==> src/rtl/hrpwm_pkg.sv <==
package hrpwm_pkg;

    // Default geometry of the generator
    localparam int DEF_IDX_W       = 16;
    localparam int DEF_CLK_PER_PWM = 500;
    localparam int DEF_PHASES      = 4;

    // Why the period counter returns to slot 0 on a given edge
    typedef enum logic [1:0] {
        ADV_HOLD = 2'd0,
        ADV_WRAP = 2'd1,
        ADV_SYNC = 2'd2
    } adv_e;

    function automatic int steps_of(input int clks, input int phases);
        return clks * phases;
    endfunction

endpackage

==> src/rtl/hrpwm_scale.sv <==
module hrpwm_scale #(
    parameter int IDX_W   = 16,
    parameter int STEPS   = 2000,
    parameter int EXACT_W = 27
) (
    input  logic               clk,
    input  logic               rst,
    input  logic               ld,
    input  logic [IDX_W-1:0]   idx,
    output logic [EXACT_W-1:0] exact_q
);
    localparam logic [EXACT_W-1:0] STEPS_V = EXACT_W'(STEPS);

    // Width in slots with IDX_W fraction bits: idx * STEPS / 2^IDX_W
    always_ff @(posedge clk) begin
        if (rst) begin
            exact_q <= '0;
        end else if (ld) begin
            exact_q <= EXACT_W'(idx) * STEPS_V;
        end
    end
endmodule

==> src/rtl/hrpwm_dither.sv <==
module hrpwm_dither #(
    parameter int EXACT_W = 27,
    parameter int FRAC_W  = 16,
    parameter int STEPS   = 2000,
    parameter int CNT_W   = 11
) (
    input  logic               clk,
    input  logic               rst,
    input  logic               adv,
    input  logic [EXACT_W-1:0] exact,
    output logic [CNT_W-1:0]   cnt_next
);
    localparam int TGT_W = EXACT_W + 2;
    localparam logic signed [TGT_W-1:0] HALF    = TGT_W'(1) << (FRAC_W - 1);
    localparam logic signed [TGT_W-1:0] ERR_MAX = HALF - TGT_W'(1);
    localparam logic signed [TGT_W-1:0] ERR_MIN = -HALF;
    localparam logic signed [TGT_W-1:0] STEPS_S = TGT_W'(STEPS);

    logic signed [FRAC_W:0]  err_q;
    logic signed [FRAC_W:0]  err_n;
    logic signed [TGT_W-1:0] tgt;
    logic signed [TGT_W-1:0] rnd;
    logic signed [TGT_W-1:0] sat_fx;
    logic signed [TGT_W-1:0] resid;
    logic        [CNT_W-1:0] cnt;

    // Exact request plus carried residue
    assign tgt = $signed({2'b00, exact})
               + $signed({{(TGT_W-FRAC_W-1){err_q[FRAC_W]}}, err_q});
    // Round to nearest slot, ties upward
    assign rnd = (tgt + HALF) >>> FRAC_W;

    always_comb begin
        if (rnd[TGT_W-1]) begin
            cnt = '0;
        end else if (rnd > STEPS_S) begin
            cnt = CNT_W'(STEPS);
        end else begin
            cnt = rnd[CNT_W-1:0];
        end
    end

    // Residue measured against the clamped count
    assign sat_fx = $signed({{(TGT_W-CNT_W){1'b0}}, cnt}) <<< FRAC_W;
    assign resid  = tgt - sat_fx;

    always_comb begin
        if (resid > ERR_MAX) begin
            err_n = ERR_MAX[FRAC_W:0];
        end else if (resid < ERR_MIN) begin
            err_n = ERR_MIN[FRAC_W:0];
        end else begin
            err_n = resid[FRAC_W:0];
        end
    end

    always_ff @(posedge clk) begin
        if (rst) begin
            err_q <= '0;
        end else if (adv) begin
            err_q <= err_n;
        end
    end

    assign cnt_next = cnt;
endmodule

==> src/rtl/hrpwm_gen.sv <==
module hrpwm_gen
    import hrpwm_pkg::*;
#(
    parameter int CLK_PER_PWM = 500,
    parameter int NPH         = 4,
    parameter int CNT_W       = 11,
    parameter int POS_W       = 9
) (
    input  logic             clk,
    input  logic             rst,
    input  logic             sync,
    input  logic [CNT_W-1:0] cnt_next,
    output logic             adv,
    output logic [NPH-1:0]   lvl_q,
    output logic             start_q,
    output logic [POS_W-1:0] pos_q,
    output logic [CNT_W-1:0] wid_q
);
    localparam logic [POS_W-1:0] LAST = POS_W'(CLK_PER_PWM - 1);

    adv_e             kind;
    logic [POS_W-1:0] pos_n;
    logic [CNT_W-1:0] wid_n;
    logic [NPH-1:0]   lvl_n;

    always_comb begin
        if (sync) begin
            kind = ADV_SYNC;
        end else if (pos_q == LAST) begin
            kind = ADV_WRAP;
        end else begin
            kind = ADV_HOLD;
        end
    end

    assign adv   = (kind != ADV_HOLD);
    assign pos_n = adv ? '0 : pos_q + POS_W'(1);
    assign wid_n = adv ? cnt_next : wid_q;

    // One comparator per quarter of the clock
    for (genvar i = 0; i < NPH; i++) begin : g_ph
        assign lvl_n[i] = (CNT_W'(pos_n) * CNT_W'(NPH) + CNT_W'(i)) < wid_n;
    end

    always_ff @(posedge clk) begin
        if (rst) begin
            pos_q   <= LAST;
            wid_q   <= '0;
            lvl_q   <= '0;
            start_q <= 1'b0;
        end else begin
            pos_q   <= pos_n;
            wid_q   <= wid_n;
            lvl_q   <= lvl_n;
            start_q <= adv;
        end
    end
endmodule

==> src/rtl/hrpwm_dither_top.sv <==
module hrpwm_dither_top
    import hrpwm_pkg::*;
#(
    parameter int IDX_W       = DEF_IDX_W,
    parameter int CLK_PER_PWM = DEF_CLK_PER_PWM,
    parameter int PHASES      = DEF_PHASES
) (
    input  logic              clk,
    input  logic              rst,
    input  logic [IDX_W-1:0]  idx_i,
    input  logic              idx_ld,
    input  logic              sync_i,
    output logic [PHASES-1:0] pwm_q,
    output logic              period_start
);
    localparam int STEPS   = steps_of(CLK_PER_PWM, PHASES);
    localparam int CNT_W   = $clog2(STEPS + 1);
    localparam int POS_W   = $clog2(CLK_PER_PWM);
    localparam int FRAC_W  = IDX_W;
    localparam int EXACT_W = IDX_W + CNT_W;

    logic [EXACT_W-1:0] exact;
    logic [CNT_W-1:0]   cnt_next;
    logic               adv;
    logic [POS_W-1:0]   gen_pos;
    logic [CNT_W-1:0]   gen_wid;

    hrpwm_scale #(
        .IDX_W  (IDX_W),
        .STEPS  (STEPS),
        .EXACT_W(EXACT_W)
    ) u_scale (
        .clk    (clk),
        .rst    (rst),
        .ld     (idx_ld),
        .idx    (idx_i),
        .exact_q(exact)
    );

    hrpwm_dither #(
        .EXACT_W(EXACT_W),
        .FRAC_W (FRAC_W),
        .STEPS  (STEPS),
        .CNT_W  (CNT_W)
    ) u_dither (
        .clk     (clk),
        .rst     (rst),
        .adv     (adv),
        .exact   (exact),
        .cnt_next(cnt_next)
    );

    hrpwm_gen #(
        .CLK_PER_PWM(CLK_PER_PWM),
        .NPH        (PHASES),
        .CNT_W      (CNT_W),
        .POS_W      (POS_W)
    ) u_gen (
        .clk     (clk),
        .rst     (rst),
        .sync    (sync_i),
        .cnt_next(cnt_next),
        .adv     (adv),
        .lvl_q   (pwm_q),
        .start_q (period_start),
        .pos_q   (gen_pos),
        .wid_q   (gen_wid)
    );
endmodule

==> config.mk <==
export PLATFORM = sky130hd
export DESIGN_NAME = hrpwm_dither_top
export DESIGN_NICKNAME = d
export VERILOG_FILES = /design/src/rtl/hrpwm_pkg.sv /design/src/rtl/hrpwm_scale.sv /design/src/rtl/hrpwm_dither.sv /design/src/rtl/hrpwm_gen.sv /design/src/rtl/hrpwm_dither_top.sv
export SDC_FILE = /design/constraint.sdc
export NUM_CORES = 1
export LEC_CHECK = 0
export BUFFER_PORTS_ARGS = -buffer_cell sky130_fd_sc_hd__buf_2
export CORE_UTILIZATION = 40
export CTS_CLUSTER_SIZE = 40
export DETAILED_ROUTE_END_ITERATION = 8
export SYNTH_ARGS = -nofsm -noshare
export SYNTH_HDL_FRONTEND = slang
export SYNTH_HIERARCHICAL = 1
export SYNTH_SLANG_ARGS = --single-unit
==> constraint.sdc <==
create_clock -name clk -period 8.06 [get_ports clk]
set_input_delay 0.806 -clock clk [delete_from_list [all_inputs] [get_ports clk]]
set_output_delay 0.806 -clock clk [all_outputs]
set_load 0.02 [all_outputs]
==> out/metrics.cfg <==
[yosys]
synth_cell_type_count=94
synthFlopType=dfxtp_1
yosysWarningCount=6
synth_edf_count=0
fraction_of_the_yosys_area_taken_by_sequential_cells=0.1527
synthArstFlopShare=0
syn_avg_cell_area_um2=8.427
netlist_instances=1011
ffs_latches_synth=65
synth.cell_area_um2=8519

[floorplanning]
die_y_um=147.9
core.rowCount=53
floorplan.core_area_um2=20960
initial_core_utilization=0.4066
dieArea_um2=21890
horizontal_extent_of_the_die_um=147.9
io_pins=25

[global_routing]
global_route.overflow_total=0
antenna_found_initial=0
largest_net_degree_at_the_start_of_global_routing=55
grt_pass1_wl_mm=32.35
via_count_of_the_first_global_routing_pass=6811
grtUsageTotal=0.1795

[drt]
wirelength_mm=18.61
wire_per_inst_um=14.39
remaining_drc_errors=0
vias=6920
drt_first_iter_violations=348
antenna_violating_nets_post_route=0
viasPerCell=5.352
detailedRoute.firstPassIterationCount=5

[final_layout]
final_nets=1195
area_delta_synth_final_pct=6.829
diodes=0
layout_common_cells=114 x inv_1, 104 x ha_1, 89 x nor2_1, 64 x dfxtp_1, 59 x a21oi_1
final_layout_size_suffix_gt1_frac=0.07662
final_common_cell=inv_1

[worst_setup_path]
timing.critical_path.arrival_ns=7.59
worstPathRequired_ns=8.30
reg2reg_to=u_dither/err_q[16]
worst_r2r_path_depth=27
worstSetupPathType=reg -> reg
setup.worst_path.end_class=flip-flop
crit_fanout=8
critPathLaunchType=flip-flop
reg2reg_from=u_scale/exact_q[12]
worst-r2r-setup-slack_ns=0.71

[pwr]
power.static_leakage_uw=0.004188
clock_power_share=0.090
p_sw_frac=0.5136
power.ir.vdd_worst_mv=0.2028
power.internal_uw=1958
netSwitchingPower_uw=2067
combinationalPowerShare=0.790
fin_total_pwr_uw=4024
power_frac_seq=0.120
power_density_nw_per_um2=442.2

[sta]
fin_crit_ns=7.353
final-setup-viol-count=0
timing_worst_slew_pin_value_ns=1.097
fmaxAchievable_ghz=0.1360
final.setup.tns_ns=0
drv_slew=0
fin_skew_ns=0.005045
grt_setup_unrepaired=no
final_min_period_over_clock_period=0.9123
timing_hold_violations_final=0
timing.slew.headroom=0.2656

[cts]
cts_hold_buf=0
cts-root-buf=clkbuf_16
insertion_delay_ns=0.33
numClockSinks=65
clockBufferDepth=2
cts_tree=yes
numCtsBuffers=9
worst_setup_hold_path_clk_slew_ns=0.05
cts-htree-levels=3

[hold_path]
worstHoldPathCells=2
hp-start=u_dither/err_q[0]
hp-class=reg -> reg
hold-path-endpoint=u_dither/err_q[0]

[placement]
buffer_ports.inserted=24
place.gp.congestion=0.9355
hpwl_mm=15.06

[run]
maximum_capacitance_violations=0

[run_status]
outcome=finished clean

synthesized netlist by cell type (5+ instances only):
master	instances	area (um^2)
o21ai_1	16	80.08
a21o_1	27	202.7
nor3b_1	8	60.06
xnor2_1	38	332.8
buf_2	13	65.06
nand4_1	16	100.1
nor2_1	89	334.1
mux2i_1	21	210.2
nor2b_1	7	43.79
nand3_1	31	155.2
a31oi_1	8	50.05
and3_1	11	68.82
o21bai_1	8	60.06
or3_1	6	37.54
mux2i_2	6	82.58
ha_1	104	1301
xor2_1	17	148.9
o21ai_0	20	100.1
and2_1	6	37.54
a211oi_1	13	97.59
and4_1	7	61.31
nand2_1	58	217.7
nand2b_1	14	87.58
fa_1	56	1121
nor3_1	21	105.1
o31ai_1	6	45.04
dfxtp_1	65	1301
o21a_1	13	97.59
a21oi_1	59	295.3
a21boi_0	5	37.54
inv_1	114	427.9
o211ai_1	20	150.1
clkbuf_1	12	45.04
power by group through the flow:
stage                     clock (uW)  combinational [uW]  sequential [uW]
after floorplan                    0                2560              479
after global placement             0                3140              486
after detailed placement           0                3140              487
after CTS                        372                3160              482
after global routing             384                3600              493
final                            362                3180              481
critical path, stage by stage (launching register included):
cell and delay, ns:
dfxtp_1 0.31, ha_1 0.39, a21oi_2 0.32, o211ai_1 0.19, a21oi_2 0.30, o211ai_2 0.19
xnor2_2 0.32, ha_1 0.30, nand3_1 0.19, nor4b_4 0.34, nand3_2 0.13, mux2i_1 0.17
a32oi_1 0.09, or4_1 0.62, and4_1 0.27, ha_1 0.23, fa_1 0.40, nor2b_1 0.12
o21a_1 0.14, o21a_1 0.16, o41a_1 0.20, a41o_1 0.28, nor2_1 0.07, or4b_1 0.57
o32ai_1 0.28, a21oi_1 0.15, a32o_1 0.36, nor3_1 0.17
metal layers:
| layer | vias up | track usage | share of wire |
|---|---|---|---|
| li1 | 3580 | - | - |
| met1 | 3223 | 0.2449 | 0.50 |
| met2 | 96 | 0.3012 | 0.46 |
| met3 | 21 | 0.01605 | 0.026 |
| met4 | 0 | 0.05155 | 0.019 |
| met5 | - | 0 | 0 |
per-stage QoR:
step                  util  std cells  hold slack (ns)  instance area, um^2  worst slack (ns)
floorplan                -       1014           0.4309                 8531             1.539
global placement    0.4211       1279           0.4492                 8825            0.7289
detailed placement  0.4211       1279           0.4606                 8825            0.5149
CTS                 0.4340       1293           0.4692                 9095            0.5021
global route        0.4343       1293           0.5002                 9101            0.2143
finish              0.4343       1293           0.4682                 9101            0.7069
worst max-delay path by stage:
stage	from	end	cells past startpoint
after floorplan	u_scale/exact_q[12]	u_dither/err_q[10]	29
after global placement	u_dither/err_q[16]	u_dither/err_q[6]	24
after detailed placement	u_dither/err_q[16]	u_dither/err_q[9]	24
after CTS	u_dither/err_q[16]	u_dither/err_q[9]	24
after global routing	u_scale/exact_q[12]	u_dither/err_q[11]	26
final	u_scale/exact_q[12]	u_dither/err_q[16]	27
area by class of cell:
type | count | area [um^2]
fillers | 2153 | 11850
multi-input cells | 798 | 6620
flip-flops and latches | 65 | 1303
inverters | 116 | 436.7
well taps | 275 | 344.1
clock buffers | 11 | 252.7
repair buffers | 25 | 127.6
clock inverters | 3 | 17.52
sequential cells by signal (all words and copies together) (netlist names):
register	cells
u_gen/start_q	1
u_gen/wid_q	11
u_gen/lvl_q	4
u_scale/exact_q	23
u_gen/pos_q	9
u_dither/err_q	17
cells by family after synthesis:
family,count (synthesis),synth area share
xor gates and xnor gates,59,0.06550
adders and majority gates,160,0.2843
DFF,65,0.1527
AOI/OAI and AO/OA,245,0.2021
and+or+nand+nor,300,0.1831
other,1,0.0004402
buffers and inverters,151,0.07211
muxes,30,0.03965
what timing repair did:
action                     4_1_cts  5_1_grt
setup endpoints to repair        0       13
setup buffers                    0        0
resized for setup                0        2
Power figures use the tool's default switching activity.
